`src/rtl/demod_boot_pkg.sv`:
```
package demod_boot_pkg;

  typedef enum logic [3:0] {
    STG_NONE  = 4'd0,
    STG_RST   = 4'd1,
    STG_PWR   = 4'd2,
    STG_REL   = 4'd3,
    STG_POR   = 4'd4,
    STG_PROBE = 4'd5,
    STG_BLK0  = 4'd6,
    STG_BLK1  = 4'd7,
    STG_BLK2  = 4'd8,
    STG_DONE  = 4'd9,
    STG_OFF   = 4'd10
  } stage_t;

  localparam logic [7:0] MODE_OFF        = 8'h00;
  localparam logic [7:0] MODE_FULL       = 8'h01;
  localparam logic [7:0] MODE_PEEK       = 8'h80;
  localparam logic [7:0] MODE_PWR_ONLY   = 8'h81;
  localparam logic [7:0] MODE_TO_PROBE   = 8'h82;
  localparam logic [7:0] MODE_TO_BLK0    = 8'h83;
  localparam logic [7:0] MODE_PROBE_ONLY = 8'h84;

  localparam logic [7:0] PROBE_REG  = 8'hA2;
  localparam int         NUM_BLOCKS = 3;
  localparam int         INIT_BYTES = 18;

  // first global byte index, length and start register of each block
  localparam int         BLK_FIRST [NUM_BLOCKS] = '{0, 7, 15};
  localparam int         BLK_LEN   [NUM_BLOCKS] = '{7, 8, 3};
  localparam logic [7:0] BLK_REG   [NUM_BLOCKS] = '{8'h06, 8'h07, 8'h0F};

  function automatic logic [7:0] init_byte(input int i);
    case (i)
      0: return 8'h06;  1: return 8'h0B;  2: return 8'h17;  3: return 8'h38;
      4: return 8'h9F;  5: return 8'hD9;  6: return 8'h80;
      7: return 8'h07;  8: return 8'h09;  9: return 8'h39; 10: return 8'h4F;
      11: return 8'h00; 12: return 8'h65; 13: return 8'hB7; 14: return 8'h10;
      15: return 8'h0F; 16: return 8'h0C; 17: return 8'h09;
      default: return 8'h00;
    endcase
  endfunction

endpackage

```
`src/rtl/boot_ms_timer.sv`:
```
module boot_ms_timer #(
  parameter int CLK_HZ = 200_000_000,
  parameter int MS_W   = 8
) (
  input  logic            clk,
  input  logic            rst,
  input  logic            load,
  input  logic [MS_W-1:0] ms,
  output logic            done
);
  localparam int CPM = (CLK_HZ / 1000 < 1) ? 1 : CLK_HZ / 1000;
  localparam int CW  = $clog2(CPM + 1);

  logic [CW-1:0]   cyc_q;
  logic [MS_W-1:0] left_q;
  logic            run_q;

  always_ff @(posedge clk) begin
    if (rst) begin
      cyc_q  <= '0;
      left_q <= '0;
      run_q  <= 1'b0;
      done   <= 1'b0;
    end else begin
      done <= 1'b0;
      if (load) begin
        cyc_q  <= '0;
        left_q <= ms;
        run_q  <= (ms != '0);
        done   <= (ms == '0);
      end else if (run_q) begin
        if (cyc_q == CW'(CPM - 1)) begin
          cyc_q <= '0;
          if (left_q == MS_W'(1)) begin
            run_q <= 1'b0;
            done  <= 1'b1;
          end else begin
            left_q <= left_q - MS_W'(1);
          end
        end else begin
          cyc_q <= cyc_q + CW'(1);
        end
      end
    end
  end

  assert_done_single_R3: assert property (@(posedge clk) disable iff (rst)
    done |=> !done);

endmodule

```
`src/rtl/boot_init_table.sv`:
```
module boot_init_table
  import demod_boot_pkg::*;
#(
  parameter int IDX_W = 5
) (
  input  logic [IDX_W-1:0] idx,
  output logic [7:0]       wr_data,
  output logic [7:0]       wr_reg,
  output logic [1:0]       blk,
  output logic             last
);
  int sel;
  int off;

  always_comb begin
    sel = 0;
    for (int b = 1; b < NUM_BLOCKS; b++)
      if (int'(idx) >= BLK_FIRST[b]) sel = b;
    off     = int'(idx) - BLK_FIRST[sel];
    wr_data = init_byte(int'(idx));
    wr_reg  = BLK_REG[sel] + 8'(off);
    blk     = 2'(sel);
    last    = (off == BLK_LEN[sel] - 1);
  end

endmodule

```
`src/rtl/demod_bringup.sv`:
```
module demod_bringup
  import demod_boot_pkg::*;
#(
  parameter int         CLK_HZ   = 200_000_000,
  parameter int         POWER_MS = 30,
  parameter int         POR_MS   = 50,
  parameter logic [6:0] DEV_ADDR = 7'h08
) (
  input  logic       clk,
  input  logic       rst,
  input  logic       start,
  input  logic [7:0] mode,
  output logic       chip_reset_n,
  output logic       pwr_en,
  output logic       pwr_off,
  output logic       req_valid,
  output logic       req_write,
  output logic [6:0] req_dev,
  output logic [7:0] req_reg,
  output logic [7:0] req_data,
  input  logic       req_done,
  input  logic       req_ok,
  output logic [7:0] status,
  output logic [3:0] stage,
  output logic       busy,
  output logic       error
);
  localparam int MS_MAX = (POWER_MS > POR_MS) ? POWER_MS : POR_MS;
  localparam int MS_W   = $clog2(MS_MAX + 1);
  localparam int IDX_W  = $clog2(INIT_BYTES);

  typedef enum logic [3:0] {
    S_IDLE, S_PWR, S_SETTLE, S_POR, S_PROBE, S_PWAIT, S_ISSUE, S_WWAIT, S_DONE
  } state_t;

  state_t          state;
  stage_t          stage_q;
  logic [7:0]      run_mode;
  logic [IDX_W-1:0] idx;
  logic            tmr_load;
  logic [MS_W-1:0] tmr_ms;
  logic            tmr_done;
  logic [7:0]      tbl_data;
  logic [7:0]      tbl_reg;
  logic [1:0]      tbl_blk;
  logic            tbl_last;

  boot_ms_timer #(.CLK_HZ(CLK_HZ), .MS_W(MS_W)) u_timer (
    .clk(clk), .rst(rst), .load(tmr_load), .ms(tmr_ms), .done(tmr_done)
  );

  boot_init_table #(.IDX_W(IDX_W)) u_table (
    .idx(idx), .wr_data(tbl_data), .wr_reg(tbl_reg), .blk(tbl_blk), .last(tbl_last)
  );

  assign req_dev = DEV_ADDR;
  assign stage   = stage_q;

  always_ff @(posedge clk) begin
    if (rst) begin
      state        <= S_IDLE;
      stage_q      <= STG_NONE;
      run_mode     <= MODE_PEEK;
      idx          <= '0;
      tmr_load     <= 1'b0;
      tmr_ms       <= '0;
      chip_reset_n <= 1'b0;
      pwr_en       <= 1'b0;
      pwr_off      <= 1'b1;
      req_valid    <= 1'b0;
      req_write    <= 1'b0;
      req_reg      <= '0;
      req_data     <= '0;
      status       <= '0;
      busy         <= 1'b0;
      error        <= 1'b0;
    end else begin
      tmr_load <= 1'b0;
      case (state)
        S_IDLE: if (start) begin
          case (mode)
            MODE_PEEK: ;
            MODE_OFF: begin
              chip_reset_n <= 1'b0;
              pwr_en       <= 1'b0;
              pwr_off      <= 1'b1;
              status[1:0]  <= 2'b00;
              stage_q      <= STG_OFF;
              error        <= 1'b0;
            end
            MODE_FULL, MODE_PWR_ONLY, MODE_TO_PROBE, MODE_TO_BLK0: begin
              run_mode     <= mode;
              busy         <= 1'b1;
              error        <= 1'b0;
              chip_reset_n <= 1'b0;
              stage_q      <= STG_RST;
              state        <= S_PWR;
            end
            MODE_PROBE_ONLY: begin
              run_mode <= mode;
              busy     <= 1'b1;
              error    <= 1'b0;
              stage_q  <= STG_NONE;
              state    <= S_PROBE;
            end
            default: error <= 1'b1;
          endcase
        end
        S_PWR: begin
          pwr_en   <= 1'b1;
          pwr_off  <= 1'b0;
          stage_q  <= STG_PWR;
          tmr_load <= 1'b1;
          tmr_ms   <= MS_W'(POWER_MS);
          state    <= S_SETTLE;
        end
        S_SETTLE: if (tmr_done) begin
          chip_reset_n <= 1'b1;
          stage_q      <= STG_REL;
          tmr_load     <= 1'b1;
          tmr_ms       <= MS_W'(POR_MS);
          state        <= S_POR;
        end
        S_POR: if (tmr_done) begin
          stage_q <= STG_POR;
          if (run_mode == MODE_PWR_ONLY) begin
            busy  <= 1'b0;
            state <= S_IDLE;
          end else begin
            state <= S_PROBE;
          end
        end
        S_PROBE: begin
          req_valid <= 1'b1;
          req_write <= 1'b0;
          req_reg   <= PROBE_REG;
          req_data  <= 8'h00;
          state     <= S_PWAIT;
        end
        S_PWAIT: if (req_done) begin
          req_valid <= 1'b0;
          if (!req_ok) begin
            error <= 1'b1;
            busy  <= 1'b0;
            state <= S_IDLE;
          end else begin
            stage_q <= STG_PROBE;
            if (run_mode == MODE_TO_PROBE || run_mode == MODE_PROBE_ONLY) begin
              busy  <= 1'b0;
              state <= S_IDLE;
            end else begin
              idx   <= '0;
              state <= S_ISSUE;
            end
          end
        end
        S_ISSUE: begin
          req_valid <= 1'b1;
          req_write <= 1'b1;
          req_reg   <= tbl_reg;
          req_data  <= tbl_data;
          state     <= S_WWAIT;
        end
        S_WWAIT: if (req_done) begin
          req_valid <= 1'b0;
          if (!req_ok) begin
            error <= 1'b1;
            busy  <= 1'b0;
            state <= S_IDLE;
          end else if (tbl_last) begin
            stage_q <= stage_t'(4'(STG_BLK0) + {2'b00, tbl_blk});
            if (tbl_blk == 2'(NUM_BLOCKS - 1)) begin
              state <= S_DONE;
            end else if (tbl_blk == 2'd0 && run_mode == MODE_TO_BLK0) begin
              busy  <= 1'b0;
              state <= S_IDLE;
            end else begin
              idx   <= idx + IDX_W'(1);
              state <= S_ISSUE;
            end
          end else begin
            idx   <= idx + IDX_W'(1);
            state <= S_ISSUE;
          end
        end
        S_DONE: begin
          status[1:0] <= 2'b11;
          stage_q     <= STG_DONE;
          busy        <= 1'b0;
          state       <= S_IDLE;
        end
        default: state <= S_IDLE;
      endcase
    end
  end

  assert_pins_complement_R2: assert property (@(posedge clk) disable iff (rst)
    pwr_en != pwr_off);

  assert_power_while_reset_R2: assert property (@(posedge clk) disable iff (rst)
    $rose(pwr_en) |-> !chip_reset_n);

  assert_release_powered_R3: assert property (@(posedge clk) disable iff (rst)
    $rose(chip_reset_n) |-> pwr_en);

  assert_no_req_in_reset_R4: assert property (@(posedge clk) disable iff (rst)
    req_valid |-> chip_reset_n);

  assert_req_held_R6: assert property (@(posedge clk) disable iff (rst)
    req_valid && !req_done |=> req_valid && $stable(req_reg) && $stable(req_data));

  assert_full_status_R8: assert property (@(posedge clk) disable iff (rst)
    $fell(busy) && stage_q == STG_DONE |-> status[1:0] == 2'b11 && !error);

  assert_shutdown_pins_R12: assert property (@(posedge clk) disable iff (rst)
    state == S_IDLE && start && mode == MODE_OFF |=>
      !pwr_en && pwr_off && !chip_reset_n && status[1:0] == 2'b00);

  assert_busy_ignores_start_R13: assert property (@(posedge clk) disable iff (rst)
    state != S_IDLE && start |=> run_mode == $past(run_mode));

  assert_unknown_keeps_pins_R14: assert property (@(posedge clk) disable iff (rst)
    state == S_IDLE && start && mode != MODE_OFF && mode != MODE_FULL &&
    mode != MODE_PEEK && mode != MODE_PWR_ONLY && mode != MODE_TO_PROBE &&
    mode != MODE_TO_BLK0 && mode != MODE_PROBE_ONLY |=>
      error && !busy && $stable(pwr_en) && $stable(chip_reset_n));

endmodule

```
`config.mk`:
```
export PLATFORM = sky130hd
export DESIGN_NAME = demod_bringup
export DESIGN_NICKNAME = d
export VERILOG_FILES = /design/src/rtl/demod_boot_pkg.sv /design/src/rtl/boot_ms_timer.sv /design/src/rtl/boot_init_table.sv /design/src/rtl/demod_bringup.sv
export SDC_FILE = /design/constraint.sdc
export NUM_CORES = 1
export LEC_CHECK = 0
export BUFFER_PORTS_ARGS = -buffer_cell sky130_fd_sc_hd__buf_4
export CAP_MARGIN = 20
export CORE_UTILIZATION = 60
export CTS_CLUSTER_SIZE = 24
export DETAILED_ROUTE_END_ITERATION = 8
export PLACE_DENSITY = 0.82
export RECOVER_POWER = 100
export SYNTH_ARGS = -nofsm -noshare
export SYNTH_HDL_FRONTEND = slang
export SYNTH_SLANG_ARGS = --single-unit
```
`constraint.sdc`:
```
create_clock -name clk -period 12.18 [get_ports clk]
set_input_delay 0.609 -clock clk [delete_from_list [all_inputs] [get_ports clk]]
set_output_delay 0.609 -clock clk [all_outputs]
set_load 0.01 [all_outputs]
```
Yosys cells after proc, flatten, opt, wreduce, memory -nomap -nowiden
Memory sizes are Yosys's and may differ from the RTL's. A register that Yosys moved wholly into a read port is not among the register bits.
Cells that the tools add are included.
{ "classes": {"n_addsub": 7, "order_cmp": 3, "eq_ne": 47, "muxes": 98, "bitwise": 1, "n_reduce_logical": 38} }
{ "op_table": {"columns": ["cell", "n"], "rows": [
  ["binary-select mux 32 bit (select 2 bit)", 2],
  ["2-to-1 mux 32 bit", 4],
  ["equality test 8 bit, second input constant", 9],
  ["2-to-1 mux 4 bit", 15],
  ["2-to-1 mux 5 bit", 10],
  ["2-to-1 mux 1 bit", 33],
  ["equality test 32 bit", 1],
  [">= comparator 32 x 3 -> 1 bit, second input constant", 1],
  ["NOT 2 -> 32 bit", 1],
  ["one-hot mux 4 bit (8 select lines)", 1],
  ["one-hot mux 8 bit (2 select lines)", 2],
  ["subtractor 32 x 2 -> 32 bit, second input constant", 1],
  ["subtractor 6 x 32 -> 32 bit", 1],
  ["2-to-1 mux 6 bit", 5],
  ["one-hot mux 4 bit (7 select lines)", 1],
  ["!= test 2 bit, second input constant", 13],
  ["nonzero test 2 bit", 10],
  ["adder 18 x 1 -> 18 bit, second input constant", 1],
  ["equality test 18 bit, second input constant", 1],
  ["2-to-1 mux 18 bit", 1],
  ["!= test 3 bit, second input constant", 6],
  ["binary-select mux 8 bit (select 2 bit)", 1],
  ["equality test 4 x 3 -> 1 bit, second input constant", 4],
  ["2-to-1 mux 8 bit", 2],
  ["45 further kinds", 68]
]} }
{ "totals": {"register_bits": 79, "mem_bits_ro": 256, "word_cells": 215, "mem_count": 1} }
{ "memory_table": {"columns": ["memory", "depth", "width", "rd", "rd_clocked_by_memory_dff", "wr", "line", "text"], "rows": [
  ["(no name shown)", 32, 8, 1, 1, 0, "demod_boot_pkg.sv:35", "case (i)"]
]} }

Longest topological paths before layout
Gate-level depths: netlist of the first run.
{ "depth": {"ltp_word": 15, "mapped_depth": 21} }

Hierarchy
Synthesis of the first run repeated with hierarchy kept, for this count alone.
{ "unflattened": {"cells_unflattened": 587, "hier_area_um2": 4807.1} }
{ "by_module_without_submodules": {"columns": ["module", "instances", "cells_each", "area_each_um2", "seq_area_each_um2"], "rows": [
  ["demod_bringup", 1, 305, 2566.2, 980.9],
  ["boot_ms_timer", 1, 167, 1435.1, 520.5],
  ["boot_init_table", 1, 115, 805.8, 0.0]
]} }

Least setup slack after synthesis of the first run
OpenSTA, ideal clock, no wires.
{ "synth_path": {"path_kind": "register -> register", "start": "reg idx[1]", "end": "reg, netlist name u_table.wr_data[2]", "arrival_time_ns": 4.426, "setup_slack_ns": 7.637, "stages_incl_launch_ff": 21, "period_less_slack_ns": 4.543, "path_cell_list": "dfxtp_1 -> ha_1 -> and3_2 -> ha_1 -> a2111o_1 -> nand2_1 -> fa_1 -> and2_1 -> o21ai_0 -> nor2b_1 -> ha_1 -> nand2_1 -> nor2_1 -> o21ai_4 -> nor3_4 -> nor3_1 -> o21ai_1 -> inv_1 -> ha_1 -> or2b_1 -> a32o_1"} }
{ "synth_via": {"elab_chain_len": 15, "elab_cells_between_ends": 29} }
{ "synth_lines": {"columns": ["item", "line", "text"], "rows": [
  ["from (decl)", "demod_bringup.sv:39", "logic [IDX_W-1:0] idx;"],
  ["from (signal assigned)", "demod_bringup.sv:178", "idx <= idx + IDX_W'(1);"],
  ["from (signal assigned)", "demod_bringup.sv:182", "idx <= idx + IDX_W'(1);"],
  [">= comparator 5 x 3 -> 1 bit", "boot_init_table.sv:18", "if (int'(idx) >= BLK_FIRST[b]) sel = b;"],
  ["2-to-1 mux 1 bit", "boot_init_table.sv:18", null],
  ["2-to-1 mux 2 bit", "boot_init_table.sv:18", null],
  ["NOT 2 -> 32 bit (not written as such)", "boot_init_table.sv:19, boot_init_table.sv:23", null],
  ["binary-select mux 32 bit (select 2 bit), on equally long branches", "boot_init_table.sv:19, boot_init_table.sv:23", null],
  ["2-to-1 mux 32 bit, on equally long branches (2 in a row)", "boot_init_table.sv:19, boot_init_table.sv:23", null],
  ["subtractor 6 x 32 -> 32 bit / subtractor 32 x 2 -> 32 bit (equally long branches)", "boot_init_table.sv:19, boot_init_table.sv:23", null],
  ["equality test 32 bit", "boot_init_table.sv:23", "last = (off == BLK_LEN[sel] - 1);"],
  ["2-to-1 mux 5 bit", "demod_bringup.sv:170", "end else if (tbl_last) begin"],
  ["2-to-1 mux 5 bit", "demod_bringup.sv:166", "if (!req_ok) begin"],
  ["2-to-1 mux 5 bit", "demod_bringup.sv:164", "S_WWAIT: if (req_done) begin"],
  ["one-hot mux 5 bit (2 select lines)", "demod_bringup.sv:79", "case (state)"],
  ["2-to-1 mux 5 bit (no line) * (2 in a row)", null, null]
]} }
Mark *: on every way between the ends. The rest lies on a longest branch, timed or not. The select of a mux whose other input is x is not followed.
A chain may end at the register's enable or synchronous reset.

Final worst setup path of the first run
{ "layout_path": {"start": "reg idx[0]", "end": "reg, netlist name u_table.wr_data[2]"} }
{ "layout_via": {"elab_chain_len": 15, "elab_cells_between_ends": 29} }
{ "layout_lines": {"columns": ["item", "line"], "rows": [
  [">= comparator 5 x 3 -> 1 bit", "boot_init_table.sv:18"],
  ["2-to-1 mux 1 bit", "boot_init_table.sv:18"],
  ["2-to-1 mux 2 bit", "boot_init_table.sv:18"],
  ["NOT 2 -> 32 bit (not written as such)", "boot_init_table.sv:19, boot_init_table.sv:23"],
  ["binary-select mux 32 bit (select 2 bit), on equally long branches", "boot_init_table.sv:19, boot_init_table.sv:23"],
  ["2-to-1 mux 32 bit, on equally long branches (2 in a row)", "boot_init_table.sv:19, boot_init_table.sv:23"],
  ["subtractor 6 x 32 -> 32 bit / subtractor 32 x 2 -> 32 bit (equally long branches)", "boot_init_table.sv:19, boot_init_table.sv:23"],
  ["equality test 32 bit", "boot_init_table.sv:23"],
  ["2-to-1 mux 5 bit", "demod_bringup.sv:170"],
  ["2-to-1 mux 5 bit", "demod_bringup.sv:166"],
  ["2-to-1 mux 5 bit", "demod_bringup.sv:164"],
  ["one-hot mux 5 bit (2 select lines)", "demod_bringup.sv:79"],
  ["2-to-1 mux 5 bit (no line) * (2 in a row)", null]
]} }
Marks and branches as above.

==> results of run 1 <==
==> final timing paths <==
kind | from | to | cells after the start
min reg2reg | req_write | req_write | 2
max reg2reg | idx[0] | u_table.wr_data[2] | 20
min | req_write | req_write | 2
max | idx[0] | u_table.wr_data[2] | 20
==> power by group through the flow <==
stage / combinational [mW] / clock (mW) / sequential (mW)
after global routing: 0.0193 / 0.226 / 0.273
after CTS: 0.0182 / 0.215 / 0.273
after floorplan: 0.0133 / 0 / 0.279
after global placement: 0.0178 / 0 / 0.279
final: 0.0174 / 0.214 / 0.273
after detailed placement: 0.0181 / 0 / 0.279
==> area by class of cell <==
cell class	count	area, um^2
Clock inverter	4	56.3
Multi-Input combinational cell	446	2790
Tap cell	102	128
Timing Repair Buffer	44	214
Clock buffer	12	155
Sequential cell	83	1660
Fill cell	692	2620
Inverter	18	70.1
==> through the flow <==
stage / setup slack, ns / hold slack (ns)
detailed placement: 7.00 / 0.448
global placement: 7.28 / 0.443
floorplan: 7.64 / 0.446
finish: 6.16 / 0.456
global route: 5.71 / 0.475
CTS: 6.99 / 0.459
==> logic make-up (layout without fill, tap and decap cells) <==
kind of cell,after synthesis,in the layout,share of synthesized area
DFF,83,83,0.351
AOI/OAI and AO/OA,116,116,0.168
adders and majority gates,22,22,0.0613
muxes,19,19,0.0415
and+or+nand+nor,243,243,0.257
other,2,16,0.00159
buffers and inverters,58,78,0.0637
xor gates and xnor gates,30,30,0.0555
==> metal layers <==
metal | track usage | vias up | wire length [um] | share of wire
li1 | - | 2060 | - | -
met1 | 0.345 | 1977 | 4970 | 0.46
met2 | 0.448 | 155 | 5050 | 0.46
met3 | 0.0404 | 21 | 664 | 0.061
met4 | 0.122 | 0 | 212 | 0.019
met5 | 0 | - | 0 | 0
==> cell usage after synthesis (3+ instances only) <==
| master | n |
|---|---|
| dfxtp_1 | 83 |
| nor2_1 | 71 |
| nand2_1 | 53 |
| a21oi_1 | 44 |
| nand3_1 | 32 |
| ha_1 | 20 |
| mux2i_1 | 16 |
| nor3_1 | 15 |
| o21ai_0 | 15 |
| xnor2_1 | 15 |
| xor2_1 | 15 |
| buf_4 | 14 |
| clkbuf_1 | 14 |
| inv_1 | 14 |
| and3_1 | 11 |
| nor4_1 | 11 |
| nor2b_1 | 8 |
| nand4_1 | 6 |
| o21ai_1 | 6 |
| buf_2 | 5 |
| and2_1 | 4 |
| buf_1 | 4 |
| nand2b_1 | 4 |
| nand3b_1 | 4 |
| o41ai_1 | 4 |
| a31oi_1 | 3 |
| buf_6 | 3 |
| o22ai_1 | 3 |
| o311ai_0 | 3 |
| or2_2 | 3 |
| or4_1 | 3 |
==> worst max-delay path, stage by stage (launching register included) <==
cell	delay, ns
dfxtp_1	0.51
ha_1	0.29
and3_2	0.20
ha_1	0.30
a2111o_1	0.22
nand2_1	0.13
fa_1	0.46
and2_0	0.20
o21ai_0	0.21
nor2b_1	0.19
ha_1	0.23
nand2_1	0.07
nor2_1	0.08
o21ai_0	0.22
nor3_1	0.78
nor3_1	0.17
o21ai_0	0.69
inv_1	0.22
ha_1	0.27
or2b_1	0.23
a32o_1	0.25
==> results.py, run 1 <==
metrics = {
    "outcome": {
        "status": "complete, no violations",
    },
    "power": {
        "power_mw": 0.505,
        "swShare": 0.236,
        "power_leakage_nw": 1.99,
        "vdd_drop_max_mv": 0.0727,
        "intPower_mw": 0.386,
        "clkPwrFrac": 0.425,
        "p_sw_mw": 0.119,
        "powerDensity_nw_per_um2": 99.5,
        "seqPwrFrac": 0.541,
        "pwr-share-comb": 0.034,
    },
    "finish": {
        "nets": 637,
        "fin_area_um2": 5070,
        "final_cell_mix": "83 x dfxtp_1, 71 x nor2_1, 53 x nand2_1",
        "area_delta_synth_final_pct": 7.08,
        "final_layout_size_suffix_gt1_frac": 0.0824,
        "final_core_util": 0.660,
        "antenna_cells": 0,
        "largest_register": "u_timer.cyc_q",
        "layout_commonest_cell": "dfxtp_1",
        "largest_register_ffs": 18,
        "stdcell_count": 709,
    },
    "detailed_routing": {
        "drc_errors": 0,
        "wirelength_um": 10900,
        "first_pass_iters": 5,
        "drtIter0Drc": 276,
        "vias": 4213,
        "ant_nets": 0,
        "vias_per_cell": 5.94,
        "post_drt_wl_per_cell_um": 15.4,
    },
    "critical_path": {
        "reg2reg_slack_ns": 6.16,
        "start_kind": "flop",
        "cp.arrival_ns": 6.27,
        "path_class": "flop to flop",
        "worstPathRequired_ns": 12.44,
        "cp_max_fo": 10,
        "end_kind": "flop",
    },
    "timing": {
        "max_freq_ghz": 0.166,
        "fin_worst_skew_ns": 0.00972,
        "fin_crit_sh": 0.494,
        "slew-limit-headroom": 0.198,
        "hold_viol_final": 0,
        "rsz0062_at_grt": "false",
        "finalSetupTns_ns": 0,
        "tightest_slew_ns": 1.20,
        "drv_slew": 0,
        "fin_crit_ns": 6.02,
        "final-setup-viol-count": 0,
    },
    "synthesis": {
        "yosysTopAreaCellShare": 0.351,
        "yosys.area.top_type": "dfxtp_1",
        "synth_area_per_cell_um2": 8.26,
        "synth_edf_count": 0,
        "ys_warn_count": 0,
        "syn_area_um2": 4740,
        "ys_seq_elements": 83,
        "yosysSeqAreaShare": 0.351,
        "synth.area.top_cells": "dfxtp_1 35%, nor2_1 5.6%, ha_1 5.3%",
        "synth_ff_type": "dfxtp_1",
        "synthArstFlopShare": 0,
        "synthCells": 573,
        "synth_cell_types": 86,
    },
    "cts": {
        "post_cts_resized": 0,
        "insertion_delay_ns": 0.37,
        "path_clk_slew_ns": 0.08,
        "clock_sinks": 83,
        "cts_tree": "yes",
        "cts-root-buf": "clkbuf_8",
        "ctsHoldBuffers": 0,
        "htree_levels": 3,
        "clk_path_buf_depth": 2,
        "cts_made_buffers": 9,
        "cts_setup_buffers": 0,
    },
    "floorplanning": {
        "fp.dieH_um": 90.8,
        "rows": 32,
        "initial_core_util": 0.616,
        "io_pins": 55,
        "die_area_um2": 8250,
        "die_x_um": 90.8,
        "design.core.area_um2": 7690,
    },
    "global_route": {
        "antenna_found_initial": 0,
        "grt_pass1_wl_um": 18100,
        "grt_pass1_vias": 3934,
        "grt_max_degree": 51,
        "overflow": 0,
        "grtUsageTotal": 0.270,
    },
    "placed_design": {
        "portBuffers": 41,
        "place_inst": 693,
        "placed_cell_area_um2": 5010,
        "place_hpwl_um": 7640,
        "gp_congestion": 0.927,
    },
    "flow_run": {
        "maxCapViolations": 0,
    },
    "min_path": {
        "hold_path.class": "flop to flop",
    },
}
Power figures use the tool's default switching activity.
==> run 2: changes to the inputs <==
--- a/config.mk
+++ b/config.mk
@@ -5,12 +5,13 @@
 export SDC_FILE = /design/constraint.sdc
 export NUM_CORES = 1
 export LEC_CHECK = 0
+export ABC_AREA = 1
 export BUFFER_PORTS_ARGS = -buffer_cell sky130_fd_sc_hd__buf_4
 export CAP_MARGIN = 20
-export CORE_UTILIZATION = 60
+export CORE_UTILIZATION = 53
 export CTS_CLUSTER_SIZE = 24
 export DETAILED_ROUTE_END_ITERATION = 8
-export PLACE_DENSITY = 0.82
+export PLACE_DENSITY = 0.76
 export RECOVER_POWER = 100
 export SYNTH_ARGS = -nofsm -noshare
 export SYNTH_HDL_FRONTEND = slang
==> constraint.sdc (replaced) <==
create_clock -name clk -period 4.9 [get_ports clk]
set_input_delay 0.245 -clock clk [delete_from_list [all_inputs] [get_ports clk]]
set_output_delay 0.245 -clock clk [all_outputs]
set_load 0.01 [all_outputs]
==> run 2 against run 1 <==
Effect of this change:
- combinational power grew to 2.5 times the previous value
- critical path depth is 7 higher
- setup slack worse by 5.8 ns
- wire length is 0.33% lower
- register-to-register slack worse by 5.8 ns
- die area is 12% higher
- utilization is 4.4 points lower
- synthesized cell count is 17% higher
==> results.py, run 2 <==
metrics = {
    "floorplanning": {
        "die_x_um": 96.2,
        "rows": 33,
        "initial_core_util": 0.561,
        "fp.dieH_um": 96.2,
        "design.core.area_um2": 8380,
        "die_area_um2": 9250,
        "io_pins": 55,
    },
    "synthesis": {
        "yosysSeqAreaShare": 0.353,
        "synth_ff_type": "dfxtp_1",
        "synth_area_per_cell_um2": 6.98,
        "synth.most_common_cell": "nand2_1",
        "synth_edf_count": 0,
        "yosysTopAreaCellShare": 0.353,
        "ys_warn_count": 0,
        "synthCells": 673,
        "synth_cell_types": 49,
        "yosys.area.top_type": "dfxtp_1",
        "synth_common_cells": "130 x nand2_1, 89 x inv_1, 85 x nor2_1",
        "syn_area_um2": 4700,
        "synth.area.top_cells": "dfxtp_1 35%, nand2_1 10%, inv_1 7.1%",
        "synthArstFlopShare": 0,
        "ys_seq_elements": 83,
    },
    "detailed_routing": {
        "top_layer": "met4",
        "drc_errors": 0,
        "first_pass_iters": 5,
        "ant_nets": 0,
        "post_drt_wl_per_cell_um": 13.1,
        "drt-met1-wl_um": 4940,
        "wl_met2_um": 5140,
        "wirelength_um": 10900,
        "vias": 4399,
        "drtIter0Drc": 251,
        "wl_met3_um": 646,
        "vias_per_cell": 5.31,
    },
    "critical_path": {
        "regToRegStartpoint": "idx[0]",
        "crit_end": "u_table.wr_data[1]",
        "reg2reg_slack_ns": 0.37,
        "end_kind": "flop",
        "cp_max_fo": 7,
        "cp-startpoint": "idx[0]",
        "worstPathRequired_ns": 5.19,
        "path_class": "flop to flop",
        "critPathSlowestCell": "fa_1",
        "reg2reg_depth": 27,
        "cpPeakStageDelay_ns": 0.42,
        "cp.arrival_ns": 4.82,
        "start_kind": "flop",
        "crit_top_cell": "nand2_1",
        "reg2reg_to": "u_table.wr_data[1]",
    },
    "power": {
        "intPower_mw": 0.928,
        "clkPwrFrac": 0.408,
        "swShare": 0.239,
        "seqPwrFrac": 0.555,
        "power_leakage_nw": 2.21,
        "p_sw_mw": 0.291,
        "powerDensity_nw_per_um2": 236,
        "vdd_drop_max_mv": 0.126,
        "pwr-share-comb": 0.036,
    },
    "finish": {
        "area_delta_synth_final_pct": 9.74,
        "final_core_util": 0.615,
        "antenna_cells": 0,
        "largest_register_ffs": 18,
        "final_cell_mix": "130 x nand2_1, 89 x inv_1, 86 x nor2_1",
        "fin_area_um2": 5160,
        "largest_register": "u_timer.cyc_q",
        "final_layout_size_suffix_gt1_frac": 0.0913,
        "layout_commonest_cell": "nand2_1",
        "nets": 753,
    },
    "cts": {
        "cts_made_buffers": 9,
        "htree_levels": 3,
        "clock_sinks": 83,
        "clk_path_buf_depth": 2,
        "path_clk_slew_ns": 0.08,
        "ctsHoldBuffers": 0,
        "insertion_delay_ns": 0.36,
        "cts_tree": "yes",
        "cts-root-buf": "clkbuf_8",
    },
    "global_route": {
        "antenna_found_initial": 0,
        "grt_pass1_wl_um": 18100,
        "grt_max_degree": 36,
        "grt_pass1_vias": 3976,
        "overflow": 0,
        "grtUsageTotal": 0.252,
    },
    "timing": {
        "max_freq_ghz": 0.221,
        "fin_crit_sh": 0.924,
        "slew-limit-headroom": 0.456,
        "rsz0062_at_grt": "false",
        "finalSetupTns_ns": 0,
        "fin_worst_skew_ns": 0.0127,
        "drv_slew": 0,
        "tightest_slew_ns": 0.815,
        "hold_viol_final": 0,
        "final-setup-viol-count": 0,
        "fin_crit_ns": 4.53,
    },
    "min_path": {
        "hold_path.class": "input pin to flop",
        "holdPathStages": 3,
    },
    "outcome": {
        "status": "complete, no violations",
    },
    "placed_design": {
        "placed_cell_area_um2": 5060,
        "place_hpwl_um": 8020,
        "gp_congestion": 0.938,
        "portBuffers": 41,
    },
    "flow_run": {
        "maxCapViolations": 0,
    },
}
run 2: cell count changes after synthesis, sizes merged, moves of 9 or more:
cell,before,now
inv,17,95
buf,26,16
xor2,15,6
nand3,32,49
and3,12,0
nand2,53,139
mux2i,17,0
xnor2,15,2
nor2,71,90
run 2: cells by family (layout without fill, tap and decap cells):
logic type	Yosys count	in the layout	synth area share
adders and majority gates	22	22	0.0618
AOI/OAI and AO/OA	109	109	0.137
buffers and inverters	123	159	0.110
xor gates and xnor gates	8	8	0.0149
other	2	16	0.00160
DFF	83	83	0.353
and+or+nand+nor	326	326	0.321
run 2: routing by layer:
metal / vias up / track usage
li1: 2247 / -
met1: 2005 / 0.320
met2: 131 / 0.420
met3: 16 / 0.0624
met4: 0 / 0.0771
met5: - / 0
run 2: layout make-up:
cell class / count / area [um^2]
timing repair buffer: 45 / 225
clock inverter: 5 / 62.6
multi-input combinational: 481 / 2570
clock buffer: 11 / 131
fill: 846 / 3220
tap: 105 / 131
inverter: 98 / 370
sequential: 83 / 1660
run 2: power groups by stage:
stage / Clock, mW / Sequential, mW / Combinational, mW
final: 0.498 / 0.677 / 0.0442
after CTS: 0.508 / 0.677 / 0.0454
after floorplan: 0 / 0.693 / 0.0351
after detailed placement: 0 / 0.693 / 0.0452
after global routing: 0.539 / 0.677 / 0.0506
after global placement: 0 / 0.693 / 0.0448
run 2: worst min-delay path by stage:
stage / end / startpoint
after CTS: run_mode[7] / mode[7]
after floorplan: run_mode[7] / mode[7]
final: run_mode[7] / mode[7]
after global routing: run_mode[7] / mode[7]
after global placement: req_data[2] / u_table.wr_data[2]
after detailed placement: req_data[2] / u_table.wr_data[2]
run 2: repair_timing:
item                       in CTS  in global routing
buffers inserted                0                  2
setup endpoints to repair       0                  8
gates resized for setup         0                  4
run 2: critical path: cells and delay by family (launching register included):
kind                       cells  cell delay [ns]
AOI/OAI and AO/OA              3             0.45
adders and majority gates      5             1.37
buffers and inverters          4             0.35
DFF                            1             0.40
and+or+nand+nor               15             1.90
run 2: per-stage QoR:
step / hold slack, ns / cells / total power [mW] / setup WS [ns]
global route: 0.129 / 828 / 1.27 / 0.000203
detailed placement: 0.441 / 810 / 0.738 / 0.225
floorplan: 0.375 / 687 / 0.729 / 0.696
finish: 0.123 / 828 / 1.22 / 0.371
CTS: 0.113 / 826 / 1.23 / 0.186
global placement: 0.435 / 810 / 0.738 / 0.498
==> run 3: changes to the inputs <==
--- a/config.mk
+++ b/config.mk
@@ -13,6 +13,7 @@
 export DETAILED_ROUTE_END_ITERATION = 8
 export PLACE_DENSITY = 0.76
 export RECOVER_POWER = 100
+export SETUP_SLACK_MARGIN = 0.5
 export SYNTH_ARGS = -nofsm -noshare
 export SYNTH_HDL_FRONTEND = slang
 export SYNTH_SLANG_ARGS = --single-unit
==> run 3 against run 2 <==
Effect of this change:
- count of clock-buffer cells in the layout stayed put
- global-route usage is 0.25 points higher
- critical endpoint unchanged
- critical path depth is 1 higher
- sequential share of layout area is 0.94 points lower
==> results.py, run 3 (synthesized netlist as in run 2, its figures left out) <==
metrics = {
    "timing": {
        "slew-limit-headroom": 0.449,
        "tightest_slew_ns": 0.826,
        "final-setup-viol-count": 0,
        "fin_crit_sh": 0.883,
        "hold_viol_final": 0,
        "fin_worst_skew_ns": 0.0119,
        "finalSetupTns_ns": 0,
        "fin_ws_ns": 0.573,
        "rsz0062_at_grt": "false",
        "fin_crit_ns": 4.33,
        "drv_slew": 0,
        "finalHoldWorstSlack_ns": 0.121,
        "max_freq_ghz": 0.231,
    },
    "global_route": {
        "overflow": 0,
        "grt_max_degree": 36,
        "busiest_layer": "met2",
        "grt_pass1_vias": 4002,
        "grtUsageTotal": 0.255,
        "grtUsageMet1": 0.321,
        "grt_pass1_wl_um": 18300,
        "use_met2": 0.428,
        "antenna_found_initial": 0,
        "gr-usage-met3": 0.0616,
    },
    "finish": {
        "fillers": 823,
        "final_layout_size_suffix_gt1_frac": 0.115,
        "final_cell_mix": "131 x nand2_1, 88 x inv_1, 85 x nor2_1",
        "nets": 772,
        "area_delta_synth_final_pct": 13.1,
        "final_core_util": 0.634,
        "largest_register": "u_timer.cyc_q",
        "stdcell_count": 847,
        "layout_commonest_cell": "nand2_1",
        "antenna_cells": 0,
        "largest_register_ffs": 18,
    },
    "min_path": {
        "min_from": "mode[7]",
        "hold_path.class": "input pin to flop",
    },
    "placed_design": {
        "place_hpwl_um": 8020,
        "place_inst": 810,
        "portBuffers": 41,
        "gp_congestion": 0.938,
        "dp_slack_ns": 0.225,
    },
    "floorplanning": {
        "die_x_um": 96.2,
        "die_area_um2": 9250,
        "rows": 33,
        "io_pins": 55,
        "design.core.area_um2": 8380,
        "initial_core_util": 0.561,
        "fp.dieH_um": 96.2,
    },
    "cts": {
        "insertion_delay_ns": 0.36,
        "clk_path_buf_depth": 2,
        "htree_levels": 3,
        "cts-root-buf": "clkbuf_8",
        "path_clk_slew_ns": 0.08,
        "cts_tree": "yes",
        "ctsHoldBuffers": 0,
        "clock_sinks": 83,
        "cts_made_buffers": 9,
    },
    "detailed_routing": {
        "first_pass_iters": 5,
        "vias": 4559,
        "drc_errors": 0,
        "post_drt_wl_per_cell_um": 13.2,
        "vias_per_cell": 5.38,
        "drtIter0Drc": 288,
        "wirelength_um": 11200,
        "ant_nets": 0,
    },
    "critical_path": {
        "cp_max_fo": 5,
        "worstPathRequired_ns": 5.19,
        "cp.arrival_ns": 4.62,
        "end_kind": "flop",
        "regToRegStartpoint": "idx[1]",
        "crit_buf_inv": 4,
        "critPathSlowestCell": "dfxtp_1",
        "path_class": "flop to flop",
        "cp-startpoint": "idx[1]",
        "crit_top_cell": "nand2_1",
        "start_kind": "flop",
        "crit_family": "simple AND/OR/NAND/NOR gates",
        "cpPeakStageDelay_ns": 0.45,
    },
    "power": {
        "vdd_drop_max_mv": 0.127,
        "powerDensity_nw_per_um2": 229,
        "power_leakage_nw": 2.32,
    },
    "flow_run": {
        "maxCapViolations": 0,
    },
    "outcome": {
        "status": "complete, no violations",
    },
}
## run 3: changes by cell type in the layout (fill, tap and decap cells not counted), moves of 2 or more
cell      delta
buf_4       +16
dfxtp_2      -2
nand2_2      -2
clkbuf_4     +2
## run 3: timing repair
item,in CTS,in global routing
pin swaps,2,7
buffers inserted,4,17
resized for setup,6,10
setup endpoints to repair,8,8
hold endpoints to repair,0,0
## run 3: final cells by class
cell class              instances  area, um^2  area share
clock buffers                  11         131      0.0247
clock inverters                 5        62.6      0.0118
inverters                      98         372      0.0699
multi-input cells             481        2590       0.487
flip-flops and latches         83        1670       0.313
well taps                     105         131      0.0247
repair buffers                 64         364      0.0685
## run 3: worst paths after layout
| path | cells past startpoint | end | slack, ns |
|---|---|---|---|
| max | 28 | u_table.wr_data[1] | 0.57 |
| min | 3 | run_mode[7] | 0.12 |
| max reg2reg | 28 | u_table.wr_data[1] | 0.57 |
| min reg2reg | 2 | req_data[4] | 0.45 |
## run 3: power breakdown
part | internal (mW) | leakage (nW) | switching [mW]
logic | 0.0131 | 1.56 | 0.0315
registers | 0.675 | 0.670 | 0.00124
clock network | 0.239 | 0.0901 | 0.258
total | 0.927 | 2.32 | 0.291
## run 3: per-layer routing
layer,part of all wire,wire (um),vias up
met1,0.45,5050,2086
li1,-,-,2287
met3,0.058,646,24
met4,0.016,176,0
met2,0.48,5340,162
met5,0,0,-
## run 3: per-stage QoR
step                total power [mW]  cell area (um^2)
floorplan                      0.729              4750
global placement               0.738              5060
detailed placement             0.738              5060
CTS                             1.23              5290
global route                    1.27              5320
finish                          1.22              5320
## run 3: worst register-to-register path: cells and delay by family (launching register included)
kind,cells,cell delay [ns]
AOI/OAI and AO/OA,3,0.40
buffers and inverters,4,0.33
adders and majority gates,5,1.21
and+or+nand+nor,16,1.86
DFF,1,0.45
